File: config.mk
export PLATFORM = sky130hd
export DESIGN_NAME = bus_trace_enc
export DESIGN_NICKNAME = d
export VERILOG_FILES = /design/src/rtl/bt_pkg.sv /design/src/rtl/bt_strobe_track.sv /design/src/rtl/bt_fifo.sv /design/src/rtl/bus_trace_enc.sv
export SDC_FILE = /design/constraint.sdc
export NUM_CORES = 1
export LEC_CHECK = 0
export ABC_CLOCK_PERIOD_IN_PS = 2820
export BUFFER_PORTS_ARGS = -buffer_cell sky130_fd_sc_hd__buf_4
export CORE_ASPECT_RATIO = 0.6
export CORE_MARGIN = 2
export CORE_UTILIZATION = 55
export DETAILED_ROUTE_END_ITERATION = 8
export GPL_TIMING_DRIVEN = 0
export HOLD_SLACK_MARGIN = 0.06
export PLACE_DENSITY_LB_ADDON = 0.08
export SYNTH_ARGS = -nofsm -noshare
export SYNTH_HDL_FRONTEND = slang
export SYNTH_SLANG_ARGS = --single-unit
File: constraint.sdc
create_clock -name clk -period 2.82 [get_ports clk]
set_input_delay 0.282 -clock clk [delete_from_list [all_inputs] [get_ports clk]]
set_output_delay 0.282 -clock clk [all_outputs]
set_load 0.05 [all_outputs]
File: src/rtl/bt_pkg.sv
package bt_pkg;
   localparam int CNT_W   = 3;
   localparam int TRACE_W = 5 + CNT_W;

   typedef enum logic [1:0] {
      RG_CART = 2'b00,
      RG_CD   = 2'b01,
      RG_DRAM = 2'b10,
      RG_CHIP = 2'b11
   } region_e;

   typedef struct packed {
      region_e          region;
      logic             rd;
      logic             wr;
      logic             half;
      logic [CNT_W-1:0] clocks;
   } trace_t;
endpackage

File: src/rtl/bt_strobe_track.sv
module bt_strobe_track
   import bt_pkg::*;
(
   input  logic         clk,
   input  logic         rst_n,
   input  logic         rd_n,
   input  logic         wr_n,
   input  logic [1:0]   rgn,
   output logic         push,
   output trace_t       trace
);
   localparam logic [CNT_W-1:0] CNT_MAX = '1;

   logic   act, act_q;
   trace_t cur;

   assign act = !rd_n || !wr_n;

   always_ff @(posedge clk) begin
      if (!rst_n) begin
         act_q <= 1'b0;
         cur   <= '0;
      end else begin
         act_q <= act;
         if (act && !act_q) begin
            cur.region <= region_e'(rgn);
            cur.rd     <= !rd_n;
            cur.wr     <= !wr_n;
            cur.half   <= 1'b1;
            cur.clocks <= '0;
         end else if (act) begin
            cur.half <= !cur.half;
            if (cur.half && cur.clocks != CNT_MAX)
               cur.clocks <= cur.clocks + 1'b1;
         end
      end
   end

   assign push  = act_q && !act;
   assign trace = cur;

   // a closing edge needs at least one idle sample, so pushes never repeat back to back
   a_r2_single_push: assert property (@(posedge clk) disable iff (!rst_n)
      push |=> !push);
   // the parity flips on every sample of an ongoing transaction
   a_r5_half_flips: assert property (@(posedge clk) disable iff (!rst_n)
      (act && act_q) |=> (cur.half != $past(cur.half)));
   // the clock count never decreases during a transaction
   a_r6_count_monotone: assert property (@(posedge clk) disable iff (!rst_n)
      (act && act_q) |=> (cur.clocks >= $past(cur.clocks)));
endmodule

File: src/rtl/bt_fifo.sv
module bt_fifo #(
   parameter int WIDTH = 8,
   parameter int DEPTH = 16
) (
   input  logic             clk,
   input  logic             rst_n,
   input  logic             push,
   input  logic [WIDTH-1:0] wdata,
   input  logic             pop,
   output logic [WIDTH-1:0] rdata,
   output logic             valid,
   output logic             ovf
);
   localparam int AW = (DEPTH > 1) ? $clog2(DEPTH) : 1;
   localparam int PW = AW + 1;

   generate
      if (DEPTH < 2 || (DEPTH & (DEPTH - 1)) != 0) begin : g_bad_depth
         $error("bt_fifo: DEPTH must be a power of two and at least 2");
      end
      if (WIDTH < 1) begin : g_bad_width
         $error("bt_fifo: WIDTH must be positive");
      end
   endgenerate

   logic [WIDTH-1:0] mem [DEPTH];
   logic [PW-1:0]    wptr, rptr, cnt;
   logic             full, empty, do_pop, do_push;

   assign cnt     = wptr - rptr;
   assign empty   = (cnt == '0);
   assign full    = (cnt == PW'(DEPTH));
   assign do_pop  = pop && !empty;
   assign do_push = push && (!full || do_pop);

   always_ff @(posedge clk) begin
      if (do_push) mem[wptr[AW-1:0]] <= wdata;
   end

   always_ff @(posedge clk) begin
      if (!rst_n) begin
         wptr <= '0;
         rptr <= '0;
         ovf  <= 1'b0;
      end else begin
         if (do_push) wptr <= wptr + 1'b1;
         if (do_pop)  rptr <= rptr + 1'b1;
         if (push && !do_push) ovf <= 1'b1;
      end
   end

   assign rdata = mem[rptr[AW-1:0]];
   assign valid = !empty;

   // occupancy never exceeds depth
   a_r8_no_overflow: assert property (@(posedge clk) disable iff (!rst_n)
      cnt <= PW'(DEPTH));
   // overflow flag is sticky
   a_r8_ovf_sticky: assert property (@(posedge clk) disable iff (!rst_n)
      ovf |=> ovf);
   // a read on an empty queue leaves it empty
   a_r7_empty_pop: assert property (@(posedge clk) disable iff (!rst_n)
      (empty && !push) |=> empty);
endmodule

File: src/rtl/bus_trace_enc.sv
module bus_trace_enc
   import bt_pkg::*;
#(
   parameter int FIFO_DEPTH = 16
) (
   input  logic               clk,
   input  logic               rst_n,
   input  logic               bus_rd_n,
   input  logic               bus_wr_n,
   input  logic [1:0]         bus_rgn,
   input  logic               host_rd,
   output logic [TRACE_W-1:0] host_data,
   output logic               host_valid,
   output logic               ovf_flag
);
   logic   trk_push;
   trace_t trk_byte;

   bt_strobe_track i_track (
      .clk   (clk),
      .rst_n (rst_n),
      .rd_n  (bus_rd_n),
      .wr_n  (bus_wr_n),
      .rgn   (bus_rgn),
      .push  (trk_push),
      .trace (trk_byte)
   );

   bt_fifo #(.WIDTH(TRACE_W), .DEPTH(FIFO_DEPTH)) i_fifo (
      .clk   (clk),
      .rst_n (rst_n),
      .push  (trk_push),
      .wdata (trk_byte),
      .pop   (host_rd),
      .rdata (host_data),
      .valid (host_valid),
      .ovf   (ovf_flag)
   );

   // reset leaves the host side idle
   a_r1_reset_idle: assert property (@(posedge clk)
      !rst_n |=> (!host_valid && !ovf_flag));
   // a byte appears right after a transaction closes
   a_r2_valid_after_end: assert property (@(posedge clk) disable iff (!rst_n)
      trk_push |=> host_valid);
endmodule

== After elaboration in Yosys (flattened, before gate mapping) ==
Memories as Yosys holds them, arrays and structs flattened. A register that Yosys moved wholly into a read port is not among the register bits.
Index checks and enable logic that the tools add are counted.

* Bits in writable memories: 128
* Latch bits: 0
* Logic and storage cells: 44
* Input bits: 7
* Register bits: 20
* Output and inout bits: 10
* ROM bits: 0
* Memories: 1

* Div/mod/pow operators: 0
* Equality and inequality tests: 2
* Shifts and indexed selects: 0
* $add $sub $neg: 4
* Mux-type cells: 7
* $mul: 0
* Reduce and logical (&&, ||, !) cells: 20
* Bitwise logic cells: 1
* Magnitude comparators: 0

{| class="wikitable"
|+ Memories
! memory !! depth !! width !! rd ports !! clocked after memory_dff !! wr ports !! RTL line !! RTL
|-
| i_fifo.mem || 16 || 8 || 1 || 1 || 1 || bt_fifo.sv:26 || <nowiki>logic [WIDTH-1:0] mem [DEPTH];</nowiki>
|}

{| class="wikitable"
|+ Operators by type and width
! cell !! number
|-
| two-way mux 4 bit || 4
|-
| adder 5 x 1 -> 5 bit (second input constant) || 2
|-
| logical NOT 1 bit || 8
|-
| logical AND 1 bit || 6
|-
| == test 5 bit (second input constant) || 1
|-
| logical NOT 5 bit || 1
|-
| subtractor 5 bit || 1
|-
| adder 3 x 1 -> 3 bit (second input constant) || 1
|-
| two-way mux 3 bit || 1
|-
| != test 3 bit (second input constant) || 1
|-
| logical OR 1 bit || 2
|-
| two-way mux 1 bit || 2
|-
| AND reduction 2 bit || 1
|-
| nonzero test 2 bit || 1
|-
| OR reduction 2 bit || 1
|-
| NOT 1 bit || 1
|}

== Depth between registers and ports, before layout ==
* Word-level depth: 8
* Depth in mapped cells: 9
* Mapped depth without buffers: 8

== By module ==
Synthesis repeated with hierarchy kept, for this count alone.

* Cell total of the unflattened synthesis: 331
* Area, all modules: 6102.1 µm²

{| class="wikitable"
|+ Modules (own cells, without submodules)
! module !! cells each !! times used !! sequential area each (µm²) !! area an instance (µm²)
|-
| bt_fifo || 291 || 1 || 4144.0 || 5726.7
|-
| bt_strobe_track || 40 || 1 || 180.2 || 375.4
|}

== Worst setup path after synthesis ==
No wires, ideal clock.

* Path kind: flip-flop to flip-flop
* Start point: reg i_fifo.rptr[1]
* End point: mem i_fifo.mem[15][0], enable pin
* Path buffers: 0
* Period minus slack after synthesis: 2.463 ns
* Cell stages (with the launch flop): 8
* Library setup time: 0.388 ns
* Required time: 2.432 ns
* Arrival: 2.075 ns
* Slack: 0.357 ns
* Cells stage by stage: dfxtp_1 inv_1 ha_1 nor2b_4 o211ai_1 a21o_1 a211oi_4 nor3_1

* Cells in the longest elaborated chain, start to end: 8
* Elaborated cells on any way between the ends: 10
* Those cells by class: add/sub: 1; eq/ne: 1; mux: 2; reduce/logical: 6

{| class="wikitable"
|+ Ends and longest elaborated chain
! item !! RTL line !! RTL
|-
| start: declaration || bt_fifo.sv:27 || <nowiki>logic [PW-1:0] wptr, rptr, cnt;</nowiki>
|-
| start signal: assignment || bt_fifo.sv:47 || <nowiki>if (do_pop) rptr <= rptr + 1'b1;</nowiki>
|-
| subtractor 5 bit (*) || bt_fifo.sv:30 || <nowiki>assign cnt = wptr - rptr;</nowiki>
|-
| logical NOT 5 bit || bt_fifo.sv:31 || <nowiki>assign empty = (cnt == '0);</nowiki>
|-
| logical NOT 1 bit || bt_fifo.sv:33 || <nowiki>assign do_pop = pop && !empty;</nowiki>
|-
| logical AND 1 bit || bt_fifo.sv:33 ||
|-
| logical OR 1 bit (*) || bt_fifo.sv:34 || <nowiki>assign do_push = push && (!full || do_pop);</nowiki>
|-
| logical AND 1 bit (*) || bt_fifo.sv:34 ||
|-
| two-way mux 1 bit (*) || bt_fifo.sv:37 || <nowiki>if (do_push) mem[wptr[AW-1:0]] <= wdata;</nowiki>
|-
| two-way mux 1 bit (implied by the code) (*) || bt_fifo.sv:37 ||
|-
| end: declaration || bt_fifo.sv:26 ||
|}

Every way passes the cells marked *; elsewhere a longest branch is shown, timed or not.

== Worst setup path in the final report ==
* Start point: reg i_fifo.rptr[1]
* End point: out host_valid

* Cells in the longest elaborated chain, start to end: 3

{| class="wikitable"
|+ Ends and longest elaborated chain
! item !! RTL line !! RTL
|-
| subtractor 5 bit || bt_fifo.sv:30 ||
|-
| logical NOT 5 bit || bt_fifo.sv:31 ||
|-
| logical NOT 1 bit || bt_fifo.sv:53 || <nowiki>assign valid = !empty;</nowiki>
|-
| end: declaration || bus_trace_enc.sv:13 || <nowiki>output logic host_valid,</nowiki>
|}

No other way between the ends.

==> impl_metrics.yaml <==
synth:
  synthCells: 320
  syn_nets: 338
  syn_area_um2: 6130
  ys_warn_count: 0
  yosysUniqueCellTypes: 40
  syn_avg_cell_area_um2: 19.16
  synth_flop_cell: "edfxtp_1"
  async_flop_share_pct: 0
  ys_ff_latch: 152
  synth-edff-count: 128
  yosysSeqAreaShare_pct: 70.55
global_routing:
  grt_pass1_vias: 3112
  overflow: 0
  groute.usage.overall_pct: 21.92
  grt_pass1_wl_mm: 18.29
  grt_max_degree: 20
  antenna_found_initial: 1
routing:
  drt_iter0_drc: 300
  wirelength_mm: 11.92
  top_layer: "met4"
  drc: 0
  avgRoutedWirePerCell_um: 23.41
  wl_met2_mm: 5.479
  met1_length_mm: 5.136
  wl_met3_mm: 1.251
  vias: 3013
  ant_nets: 0
  first_pass_iters: 5
  vias_per_cell: 5.919
power_and_ir_drop:
  ir_drop_uv: 444.0
  leakage_uw: 0.002423
  power_density_nw_per_um2: 878.2
  totalPowerFinal_uw: 6277
cells_and_area:
  syn_to_final_growth_pct: 16.62
  diodes: 0
  fin_util_pct: 66.78
  fin_nets: 375
  drive_gt1_share_pct: 33.24
cts:
  cts_buffer_depth: 2
  clkTransAtPathRegs_ns: 0.06
  h-tree-depth: 4
  cts_root_buf: "clkbuf_16"
  tritoncts: "done"
  cts-buffers-inserted: 17
  insertion_delay_ns: 0.41
  cts.sinks: 152
sta:
  slew_headroom_pct: 49.48
  drv_slew: 0
  period_share_pct: 95.69
  fmax_mhz: 370.6
  period_minus_slack_ns: 2.698
  tightest_slew_ns: 0.7579
  setup_viol: 0
  hold_viol: 0
  fin_tns_setup_ns: 0
  rsz0062_at_grt: "false"
  fin_skew_ns: 0.009972
floorplan:
  boundaryPins: 17
  die_w_um: 140.3
  die-area_um2: 12030
  rows: 29
  start_util_pct: 57.26
  die_h_um: 85.78
  core_um2: 10700
worst_setup_path:
  reg2reg_slack_ns: 0.15
  cp_max_fo: 4
  startpoint_type: "register"
  reg2reg_to: "i_fifo.mem[1][5]"
  rr_startpoint: "i_fifo.rptr[1]"
  reg2reg_depth: 9
  crit_type: "reg2out"
  cp.required_ns: 2.54
  end_kind: "primary output"
  cp.arrival_ns: 2.42
min_path:
  holdPathEnd: "i_track.trace[7]"
  min_from: "bus_rgn[1]"
  holdCritPathClass: "in2reg"
  holdPathStages: 3
place:
  dp_hpwl_mm: 7.973
  gp_congestion: 0.8125
  portBuffers: 16
run_status:
  status: "completed"
run:
  cap_violations: 0
kinds of logic (layout without fill, tap and decap cells):
kind of cell             after synthesis  after routing  synth area share [%]
buffers and inverters                 18             68                 1.164
multiplexers                          49             49                 16.17
flip-flops                           152            152                 70.55
XOR/XNOR                               5              5                0.8371
AO/OA/AOI/OAI                         20             20                 2.960
AND/OR/NAND/NOR                       65             65                 6.083
adder cells (fa/ha/maj)               11             11                 2.245
Yosys cell counts, types with 4 or more instances:
library cell	instances	area (µm²)
nand2_1	11	41.29
edfxtp_1	128	3844
nand2b_1	4	25.02
nor2b_1	6	37.54
clkbuf_1	7	26.28
and3_1	13	81.33
dfxtp_1	24	480.5
and2_1	7	43.79
ha_1	11	137.6
nor2_1	5	18.77
mux2i_1	9	90.09
mux4_2	40	900.9
nand3_1	6	30.03
inv_1	6	22.52
stage by stage:
stage / instances / setup WS, ns / instance area (µm²) / hold slack, ns
3_3_place_gp: 475 / -0.2390 / 6424 / 0.4643
6_report: 509 / 0.1217 / 7148 / 0.1320
3_5_place_dp: 475 / -0.09390 / 6429 / 0.4882
4_1_cts: 507 / 0.01173 / 7119 / 0.1249
2_1_floorplan: 320 / 0.3568 / 6130 / 0.4368
5_1_grt: 509 / 0.01775 / 7148 / 0.1310
placed cells by master, fill, tap and decap left out, drive strengths merged, types with 5 or more instances in the layout:
| cell type | count |
|---|---|
| dfxtp | 24 |
| nand2 | 11 |
| nand3 | 6 |
| clkinv | 5 |
| edfxtp | 128 |
| and3 | 13 |
| clkbuf | 25 |
| nor2 | 5 |
| mux4 | 40 |
| mux2i | 9 |
| nor2b | 7 |
| inv | 9 |
| and2 | 7 |
| buf | 24 |
| ha | 11 |
state kept, by name (all words and copies together) (netlist names), named ones only:
signal	cells
i_fifo.mem	128
i_track.trace	8
i_fifo.rptr	5
i_fifo.wptr	5
i_fifo.ovf	1
i_track.act_q	1
how the worst max path moves through the flow:
stage,slack (ns),startpoint,to
5_1_grt,0.02,i_fifo.rptr[1],i_fifo.mem[5][3]
6_report,0.12,i_fifo.rptr[1],host_valid
2_1_floorplan,0.36,i_fifo.rptr[1],i_fifo.mem[15][0]
4_1_cts,0.01,i_fifo.rptr[1],i_fifo.mem[1][5]
3_5_place_dp,-0.09,i_fifo.rptr[1],i_fifo.mem[5][5]
3_3_place_gp,-0.24,i_fifo.rptr[1],i_fifo.mem[15][6]
cell type report:
type | count | area [µm²]
tap | 139 | 173.9
buffer | 11 | 68.82
fill | 697 | 3556
sequential | 152 | 4328
clock inverter | 13 | 195.2
inverter | 6 | 22.52
timing repair buffer | 19 | 150.1
clock buffer | 19 | 432.9
multi-input combinational | 150 | 1777
timing repair:
item / 4_1_cts / 5_1_grt
hold endpoints to repair: 0 / 0
setup endpoints to repair: 89 / 99
pin swaps: 3 / 3
buffers inserted: 1 / 2
hold buffers: 0 / 0
resized for setup: 28 / 5
worst max-delay path, cell delays in order (launching register included):
cell and delay, ns:
dfxtp_2 0.35, inv_1 0.07, ha_1 0.30, nor2b_4 0.14
o211ai_1 0.31, a21oi_2 0.11, or4_4 0.56, buf_8 0.17
layer usage:
layer / vias to the layer above / global-route usage, %
met4: 0 / 7.163
met5: - / 0
met3: 4 / 6.086
met1: 1541 / 32.58
met2: 95 / 32.09
li1: 1373 / -
power breakdown:
group | leakage, µW | total [µW] | switching (µW) | internal (µW)
Sequential | 0.00137 | 2560 | 80.3 | 2480
Clock | 0.000302 | 2390 | 893 | 1500
Combinational | 0.000752 | 1330 | 705 | 629
Total | 0.00242 | 6280 | 1680 | 4600
Power figures use the tool's default switching activity.
